[src/rtl/cfgport_pkg.sv]
`timescale 1ns/1ps
package cfgport_pkg;
   localparam int SEL_W = 2;
   localparam int NREG  = 1 << SEL_W;

   typedef enum logic [SEL_W-1:0] {
      SEL_REF   = 2'd0,
      SEL_RXOSC = 2'd1,
      SEL_TXOSC = 2'd2,
      SEL_MODE  = 2'd3
   } reg_sel_e;
endpackage

[src/rtl/cfgport_sync.sv]
`timescale 1ns/1ps
module cfgport_sync #(
   parameter int W      = 3,
   parameter int STAGES = 2
) (
   input  logic         clk,
   input  logic         rst_n,
   input  logic [W-1:0] d_i,
   output logic [W-1:0] q_o
);
   if (STAGES < 2) begin : g_bad_stages
      $error("cfgport_sync: STAGES must be at least 2");
   end
   if (W < 1) begin : g_bad_width
      $error("cfgport_sync: W must be positive");
   end

   logic [W-1:0] chain [STAGES];

   for (genvar s = 0; s < STAGES; s++) begin : g_stage
      if (s == 0) begin : g_first
         always_ff @(posedge clk or negedge rst_n) begin
            if (!rst_n) chain[s] <= '0;
            else        chain[s] <= d_i;
         end
      end else begin : g_next
         always_ff @(posedge clk or negedge rst_n) begin
            if (!rst_n) chain[s] <= '0;
            else        chain[s] <= chain[s-1];
         end
      end
   end

   assign q_o = chain[STAGES-1];
endmodule

[src/rtl/cfgport_shifter.sv]
`timescale 1ns/1ps
module cfgport_shifter #(
   parameter int WORD_W = 24
) (
   input  logic              clk,
   input  logic              rst_n,
   input  logic              le_i,
   input  logic              shift_i,
   input  logic              bit_i,
   output logic [WORD_W-1:0] word_o,
   output logic              full_o
);
   localparam int CNT_W = $clog2(WORD_W + 2);
   localparam logic [CNT_W-1:0] CNT_MAX  = {CNT_W{1'b1}};
   localparam logic [CNT_W-1:0] CNT_WORD = CNT_W'(WORD_W);

   if (WORD_W < 2) begin : g_bad_word
      $error("cfgport_shifter: WORD_W too small");
   end

   logic [WORD_W-1:0] shreg;
   logic [CNT_W-1:0]  cnt;

   always_ff @(posedge clk or negedge rst_n) begin
      if (!rst_n) begin
         shreg <= '0;
         cnt   <= '0;
      end else if (!le_i) begin
         cnt <= '0;
      end else if (shift_i) begin
         shreg <= {shreg[WORD_W-2:0], bit_i};
         if (cnt != CNT_MAX) cnt <= cnt + CNT_W'(1);
      end
   end

   assign word_o = shreg;
   assign full_o = (cnt == CNT_WORD);
endmodule

[src/rtl/cfgport_bank.sv]
`timescale 1ns/1ps
module cfgport_bank
   import cfgport_pkg::*;
#(
   parameter int              WORD_W    = 24,
   parameter logic [WORD_W-1:0] REF_RESET = 24'h0043C0
) (
   input  logic                        clk,
   input  logic                        rst_n,
   input  logic                        wr_i,
   input  logic [WORD_W-1:0]           word_i,
   output logic [NREG-1:0][WORD_W-1:0] regs_o,
   output logic [NREG-1:0]             upd_o
);
   if (WORD_W <= SEL_W) begin : g_bad_word
      $error("cfgport_bank: WORD_W must exceed select width");
   end

   reg_sel_e sel;
   assign sel = reg_sel_e'(word_i[SEL_W-1:0]);

   for (genvar r = 0; r < NREG; r++) begin : g_reg
      logic [WORD_W-1:0] rst_val;
      logic              hit;

      if (r == int'(SEL_REF)) begin : g_ref_init
         assign rst_val = REF_RESET;
      end else begin : g_zero_init
         assign rst_val = '0;
      end

      assign hit = wr_i && (sel == reg_sel_e'(r));

      always_ff @(posedge clk or negedge rst_n) begin
         if (!rst_n) begin
            regs_o[r] <= rst_val;
            upd_o[r]  <= 1'b0;
         end else begin
            upd_o[r] <= hit;
            if (hit) regs_o[r] <= word_i;
         end
      end

      AST_STROBE_SINGLE: assert property (@(posedge clk) disable iff (!rst_n)
         upd_o[r] |=> !upd_o[r]);
      AST_HOLD_UNLESS_STROBE: assert property (@(posedge clk) disable iff (!rst_n)
         !upd_o[r] |-> $stable(regs_o[r]));
   end

   AST_ONE_STROBE: assert property (@(posedge clk) disable iff (!rst_n)
      $onehot0(upd_o));
endmodule

[src/rtl/cfg_serial_rx.sv]
`timescale 1ns/1ps
module cfg_serial_rx
   import cfgport_pkg::*;
#(
   parameter int                WORD_W      = 24,
   parameter int                SYNC_STAGES = 2,
   parameter logic [WORD_W-1:0] REF_RESET   = 24'h0043C0
) (
   input  logic                        clk,
   input  logic                        rst_n,
   input  logic                        ser_clk,
   input  logic                        ser_dat,
   input  logic                        ser_le,
   output logic [NREG-1:0][WORD_W-1:0] regs_o,
   output logic [NREG-1:0]             upd_o,
   output logic                        frame_err_o
);
   if (WORD_W % 8 != 0) begin : g_bad_bytes
      $error("cfg_serial_rx: WORD_W must be whole bytes");
   end

   logic [2:0] raw, synced;
   logic       sck_s, dat_s, le_s;
   logic       sck_prev, le_prev;
   logic       sck_rise, le_fall;
   logic [WORD_W-1:0] word;
   logic       full;
   logic       commit;

   assign raw = {ser_le, ser_dat, ser_clk};

   cfgport_sync #(.W(3), .STAGES(SYNC_STAGES)) u_sync (
      .clk   (clk),
      .rst_n (rst_n),
      .d_i   (raw),
      .q_o   (synced)
   );

   assign {le_s, dat_s, sck_s} = synced;

   always_ff @(posedge clk or negedge rst_n) begin
      if (!rst_n) begin
         sck_prev <= 1'b0;
         le_prev  <= 1'b0;
      end else begin
         sck_prev <= sck_s;
         le_prev  <= le_s;
      end
   end

   assign sck_rise = sck_s & ~sck_prev;
   assign le_fall  = le_prev & ~le_s;

   cfgport_shifter #(.WORD_W(WORD_W)) u_shift (
      .clk     (clk),
      .rst_n   (rst_n),
      .le_i    (le_s),
      .shift_i (sck_rise),
      .bit_i   (dat_s),
      .word_o  (word),
      .full_o  (full)
   );

   assign commit = le_fall & full;

   cfgport_bank #(.WORD_W(WORD_W), .REF_RESET(REF_RESET)) u_bank (
      .clk    (clk),
      .rst_n  (rst_n),
      .wr_i   (commit),
      .word_i (word),
      .regs_o (regs_o),
      .upd_o  (upd_o)
   );

   always_ff @(posedge clk or negedge rst_n) begin
      if (!rst_n)                frame_err_o <= 1'b0;
      else if (le_fall && !full) frame_err_o <= 1'b1;
   end

   AST_GOOD_FRAME_STROBE: assert property (@(posedge clk) disable iff (!rst_n)
      (le_fall && full) |=> ($countones(upd_o) == 1));
   AST_BAD_FRAME_DROPPED: assert property (@(posedge clk) disable iff (!rst_n)
      (le_fall && !full) |=> (upd_o == '0 && frame_err_o));
   AST_ERR_STICKY: assert property (@(posedge clk) disable iff (!rst_n)
      frame_err_o |=> frame_err_o);
endmodule

[config.mk]
export PLATFORM = sky130hd
export DESIGN_NAME = cfg_serial_rx
export DESIGN_NICKNAME = d
export VERILOG_FILES = /design/src/rtl/cfgport_pkg.sv /design/src/rtl/cfgport_sync.sv /design/src/rtl/cfgport_shifter.sv /design/src/rtl/cfgport_bank.sv /design/src/rtl/cfg_serial_rx.sv
export SDC_FILE = /design/constraint.sdc
export NUM_CORES = 1
export LEC_CHECK = 0
export ABC_AREA = 1
export BUFFER_PORTS_ARGS = -buffer_cell sky130_fd_sc_hd__buf_2
export CAP_MARGIN = 20
export CORE_MARGIN = 2
export CORE_UTILIZATION = 55
export DETAILED_ROUTE_END_ITERATION = 7
export GPL_ROUTABILITY_DRIVEN = 1
export GPL_TIMING_DRIVEN = 0
export PLACE_DENSITY_LB_ADDON = 0.3
export SLEW_MARGIN = 25
export SYNTH_ARGS = -nofsm -noshare
export SYNTH_HDL_FRONTEND = slang
export SYNTH_SLANG_ARGS = --single-unit
[constraint.sdc]
create_clock -name clk -period 1.7 [get_ports clk]
set_input_delay 0.085 -clock clk [delete_from_list [all_inputs] [get_ports clk]]
set_output_delay 0.085 -clock clk [all_outputs]
set_load 0.01 [all_outputs]
==> results by stage <==
Timing:
- The clock arrives with 0.00809 ns of skew.
- For the pin with the worst max-slew slack, the measured transition is 0.512 ns.
- Setup violations remaining at the end of the flow were counted as 0.
- For this run, the top clock speed supported by timing is 0.623 GHz.
- The post-route minimum period is roughly 1.6 ns.
- Setup repair after global routing left no endpoint under its margin.
- The count of pins over their slew limit is 0.
- Headroom to the max-slew limit came out at between 60% and 70%.
- The number of endpoints with negative hold slack in the final report was 0.
- The share of the clock period used by the worst path after layout is 94.4%.
- On the final layout, the worst hold slack is 0.0268 ns.

Synth:
- In this run the cell area of the synthesized design comes to approximately 5600 um^2.
- The adder and majority gate portion of the synthesized area is 0.673%.
- The fraction of the yosys area taken by sequential cells is slightly above 60%.
- The dominant synthesized flop cell is sky130_fd_sc_hd__dfrtp_1.
- The total number of yosys warnings is 0.
- In this run, synthesis inferred 0 flip-flops with an integrated enable.
- Counting flops and latches in the post-synthesis netlist gives 138.
- In this run the mean area of a mapped cell was ~9.5 um^2.
- The number of distinct library cells after synthesis is 22.
- The dominant combinational cell family by area after synthesis is simple AND/OR/NAND/NOR gates.
- The fraction of registers with async set or reset after synthesis is 100%.
- The most common cell in the netlist is sky130_fd_sc_hd__nand2_1.
- Multiplexer cells account for 0% of the synthesized area.
- Summing the areas of all compound-gate instances in the mapped netlist gives less than 1% of the synthesized area.
- The share of synthesized area in the top cell type comes to between 50% and 60%.
- The synthesized netlist devotes less than 1% of its cell area to XOR and XNOR gates.
- Ranked by instance count, the synthesized netlist is headed by sky130_fd_sc_hd__nand2_1, sky130_fd_sc_hd__dfrtp_1, sky130_fd_sc_hd__nand4_1.
- The synthesized instance count is 585.
- Summed over all instances, the cell type with the most area after synthesis is sky130_fd_sc_hd__dfrtp_1.
- By area the synthesized netlist is led by sky130_fd_sc_hd__dfrtp_1, sky130_fd_sc_hd__nand2_1, sky130_fd_sc_hd__nand4_1.
- The simple-gate area share of the yosys netlist is 30.2%.
- The net count after synthesis is 593.

Floorplan:
- For this configuration, the core starts out at a cell density of 56.8%.
- The die is 105 um tall.
- The total I/O pin count is 106.
- The overall die area is 11000 um^2.
- The core footprint is 9820 um^2.
- The total number of placement rows is 36.
- Measured along the x axis, the die boundary spans 105 um.

Place:
- The routability-driven placement congestion ratio is 0.837.
- Once detailed placement completed, the half-perimeter wirelength came to 9.49 mm.
- Counting tap cells, the placed design contains a total of 824 instances.
- The port buffer count is 105.

Cells and area:
- The layout has between 700 and 800 filler cells.
- Relative to the synthesized area, the layout overhead comes to 25.0%.
- Cells fill 71.0% of the core in the end.
- For this run, the number of standard cells in the final layout without fillers is roughly 860.
- The share of post-route cells with drive strength above 1 is 26.4%.
- The repair_antennas step left the layout with diodes totalling 0.
- The final layout net count is 725.

Setup path:
- The family with the most delay on the worst path is buffers and inverters.
- The largest individual stage delay along the critical path comes from the cell sky130_fd_sc_hd__dfrtp_1.
- The cell occurring most often along the worst timing path is sky130_fd_sc_hd__buf_6.
- By startpoint and endpoint, the worst setup path is classified as reg2reg.
- The logic depth of the worst setup path including buffers is 9.
- The critical path contains buffers and inverters numbering 4 combined.
- The most critical setup path has its startpoint at u_shift.cnt[0].
- The sort of element at the start of the critical path is a flip-flop.
- Along the worst path, the maximum fanout reaches 10.
- In this run the critical register-to-register path is launched from u_shift.cnt[0].
- Measured in cells, the most critical reg-to-reg path has a length of 9.
- The data required time of the worst path is approximately 2.2 ns.
- The worst stage delay on the critical path is 0.40 ns.
- The signal on the critical path passes through inv_1 -> ha_1 -> nand2_1 -> nor2_4 -> buf_6 -> buf_6 -> buf_6 -> nand4_1 -> nand2_1.
- Data arrives at the worst endpoint at 2.07 ns.
- The critical path endpoint category is a flip-flop.
- For flop-to-flop paths, the worst setup slack is 0.1 ns.

Clock tree:
- For the worst-skew pair, the clock arrives at the later sink with an insertion delay of 0.53 ns.
- The H-tree was split into 4 levels.
- The CTS root buffer is sky130_fd_sc_hd__clkbuf_8.
- The clock passes through at most 2 buffers.
- The clock input transition at the sequential cells of the worst setup and hold paths is ~0.060 ns.
- The total clock buffers created by CTS is 17.
- TritonCTS built the clock tree.
- The number of clock sinks seen by CTS is 138.

Drt:
- The post-detailed-route wirelength per cell is roughly 16 um.
- The remaining antenna violation count after routing is 0.
- The routed via count divided by cell count is around 5.5.
- The post-route DRC violation count is 0.
- For this block, the routed nets add up to 14.1 mm of wire.
- Before antenna repair, the detailed router went through 5 iterations.
- The violation count after the first detailed-route iteration is 349.
- The via count is 4762.

Hold path:
- The type of the tightest min-delay check is in2async.

Pwr:
- Sequential cells burn 46.4% of the power.
- Of the total power, the share spent switching nets is 24.1%.
- Power comes to 7540 uW.
- Summed over all cells, the static leakage comes to between 0.004 and 0.005 uW.
- Combinational logic is responsible for approximately 5.7% of the overall power.
- Of the total power, the clock network draws between 40% and 50%.
- The cell area power density is 1080 nW/um^2.
- The worst-case IR drop observed on VDD is 0.000676 V.
- The cell internal power dissipation is 5730 uW.
- In this run the power spent charging and discharging nets is around 1800 uW.

Global route:
- The initial antenna violation count is 0.
- The via count of the first global-routing pass is 4737.
- The first global-routing pass estimated 23.1 mm of wire.
- The overall fraction of global-route tracks in use is 27.0%.
- For this run the aggregate overflow at the end of global routing stands at 0.
- The largest net degree at the start of global routing is 97.

Run:
- The max-capacitance violation count is 0.

Status:
- The run finished with clean final reports.
==> cell type report <==
type | instances | area (um^2) | area share (%)
Buffer | 43 | 259 | 3.72
Tap cell | 133 | 166 | 2.39
Sequential cell | 138 | 3460 | 49.6
Multi-Input combinational cell | 380 | 1790 | 25.7
Clock buffer | 20 | 435 | 6.25
Timing Repair Buffer | 113 | 623 | 8.94
Inverter | 24 | 90.1 | 1.29
Clock inverter | 12 | 149 | 2.14
==> metrics by stage <==
step	setup WS, ns	instance area [um^2]	setup TNS (ns)
global route	0.00373	6970	0
finish	0.0951	6970	0
floorplan	0.272	5580	0
global placement	-1.19	6270	-159.33
CTS	0.0114	6930	0
detailed placement	0.0198	6300	0
==> power by group through the flow <==
| stage | Combinational (uW) | Clock [uW] | Sequential (uW) |
|---|---|---|---|
| final | 429 | 3610 | 3500 |
| after CTS | 421 | 3650 | 3490 |
| after global placement | 379 | 0 | 3540 |
| after detailed placement | 408 | 0 | 3550 |
| after floorplan | 251 | 0 | 3500 |
| after global routing | 478 | 3800 | 3510 |
==> state kept, by name, summed over array words and instances (netlist names) <==
name	count
frame_err_o	1
le_prev	1
sck_prev	1
u_bank.regs_o	96
u_bank.upd_o	4
u_shift.cnt	5
u_shift.word_o	24
u_sync.chain	3
u_sync.q_o	3
==> per-layer routing <==
| layer | vias to the layer above | part of all wire, % | GRT usage [%] |
|---|---|---|---|
| li1 | 2211 | - | - |
| met1 | 2318 | 42 | 36.6 |
| met2 | 208 | 49 | 42.3 |
| met3 | 25 | 6.9 | 6.74 |
| met4 | 0 | 1.8 | 10.1 |
| met5 | - | 0 | 0 |
==> worst paths after layout <==
check                                    endpoint
worst min register to register      u_sync.q_o[0]
worst max register to register  u_bank.regs_o[53]
max in group asynchronous       u_bank.regs_o[28]
min in group clk                  u_sync.chain[3]
worst max-delay path            u_bank.regs_o[53]
worst min-delay path            u_bank.regs_o[21]
==> logic make-up (layout without fill, tap and decap cells) <==
group	after synthesis	after routing
xor gates and xnor gates	1	1
and+or+nand+nor	366	366
adders and majority gates	3	3
buffers and inverters	67	212
AOI/OAI and AO/OA	10	10
DFF	138	138
==> worst reg2reg max path: cells and delay by family (launching register included) <==
family,cells,cell delay (ns)
fa+ha+maj,1,0.14
buf+inv,4,0.55
flops,1,0.40
simple gates,4,0.45
==> cells in the final DEF, fill, tap and decap left out, types with 3 or more instances in the layout <==
master | synthesis | layout
sky130_fd_sc_hd__o21ai_0 | 3 | 3
sky130_fd_sc_hd__inv_1 | 22 | 22
sky130_fd_sc_hd__clkinv_2 | 0 | 5
sky130_fd_sc_hd__nor2_1 | 9 | 8
sky130_fd_sc_hd__dfrtp_1 | 133 | 133
sky130_fd_sc_hd__nand2_1 | 239 | 239
sky130_fd_sc_hd__buf_2 | 31 | 132
sky130_fd_sc_hd__nand3_1 | 22 | 22
sky130_fd_sc_hd__nand4_1 | 88 | 88
sky130_fd_sc_hd__a21oi_1 | 6 | 6
sky130_fd_sc_hd__dfstp_2 | 5 | 5
sky130_fd_sc_hd__ha_1 | 3 | 3
sky130_fd_sc_hd__buf_4 | 2 | 7
sky130_fd_sc_hd__nor2_4 | 2 | 3
sky130_fd_sc_hd__dlygate4sd3_1 | 0 | 4
sky130_fd_sc_hd__clkinv_4 | 0 | 3
sky130_fd_sc_hd__clkbuf_16 | 0 | 16
sky130_fd_sc_hd__clkbuf_1 | 4 | 6
sky130_fd_sc_hd__buf_6 | 5 | 6
sky130_fd_sc_hd__bufinv_16 | 0 | 3
==> timing repair <==
item	4_1_cts	5_1_grt
endpoints found under the hold margin	141	0
hold buffers	4	0
gates resized for setup	0	11
buffers inserted	0	2
setup endpoints to repair	0	40
No activity file was read; power rests on OpenSTA's default activity.
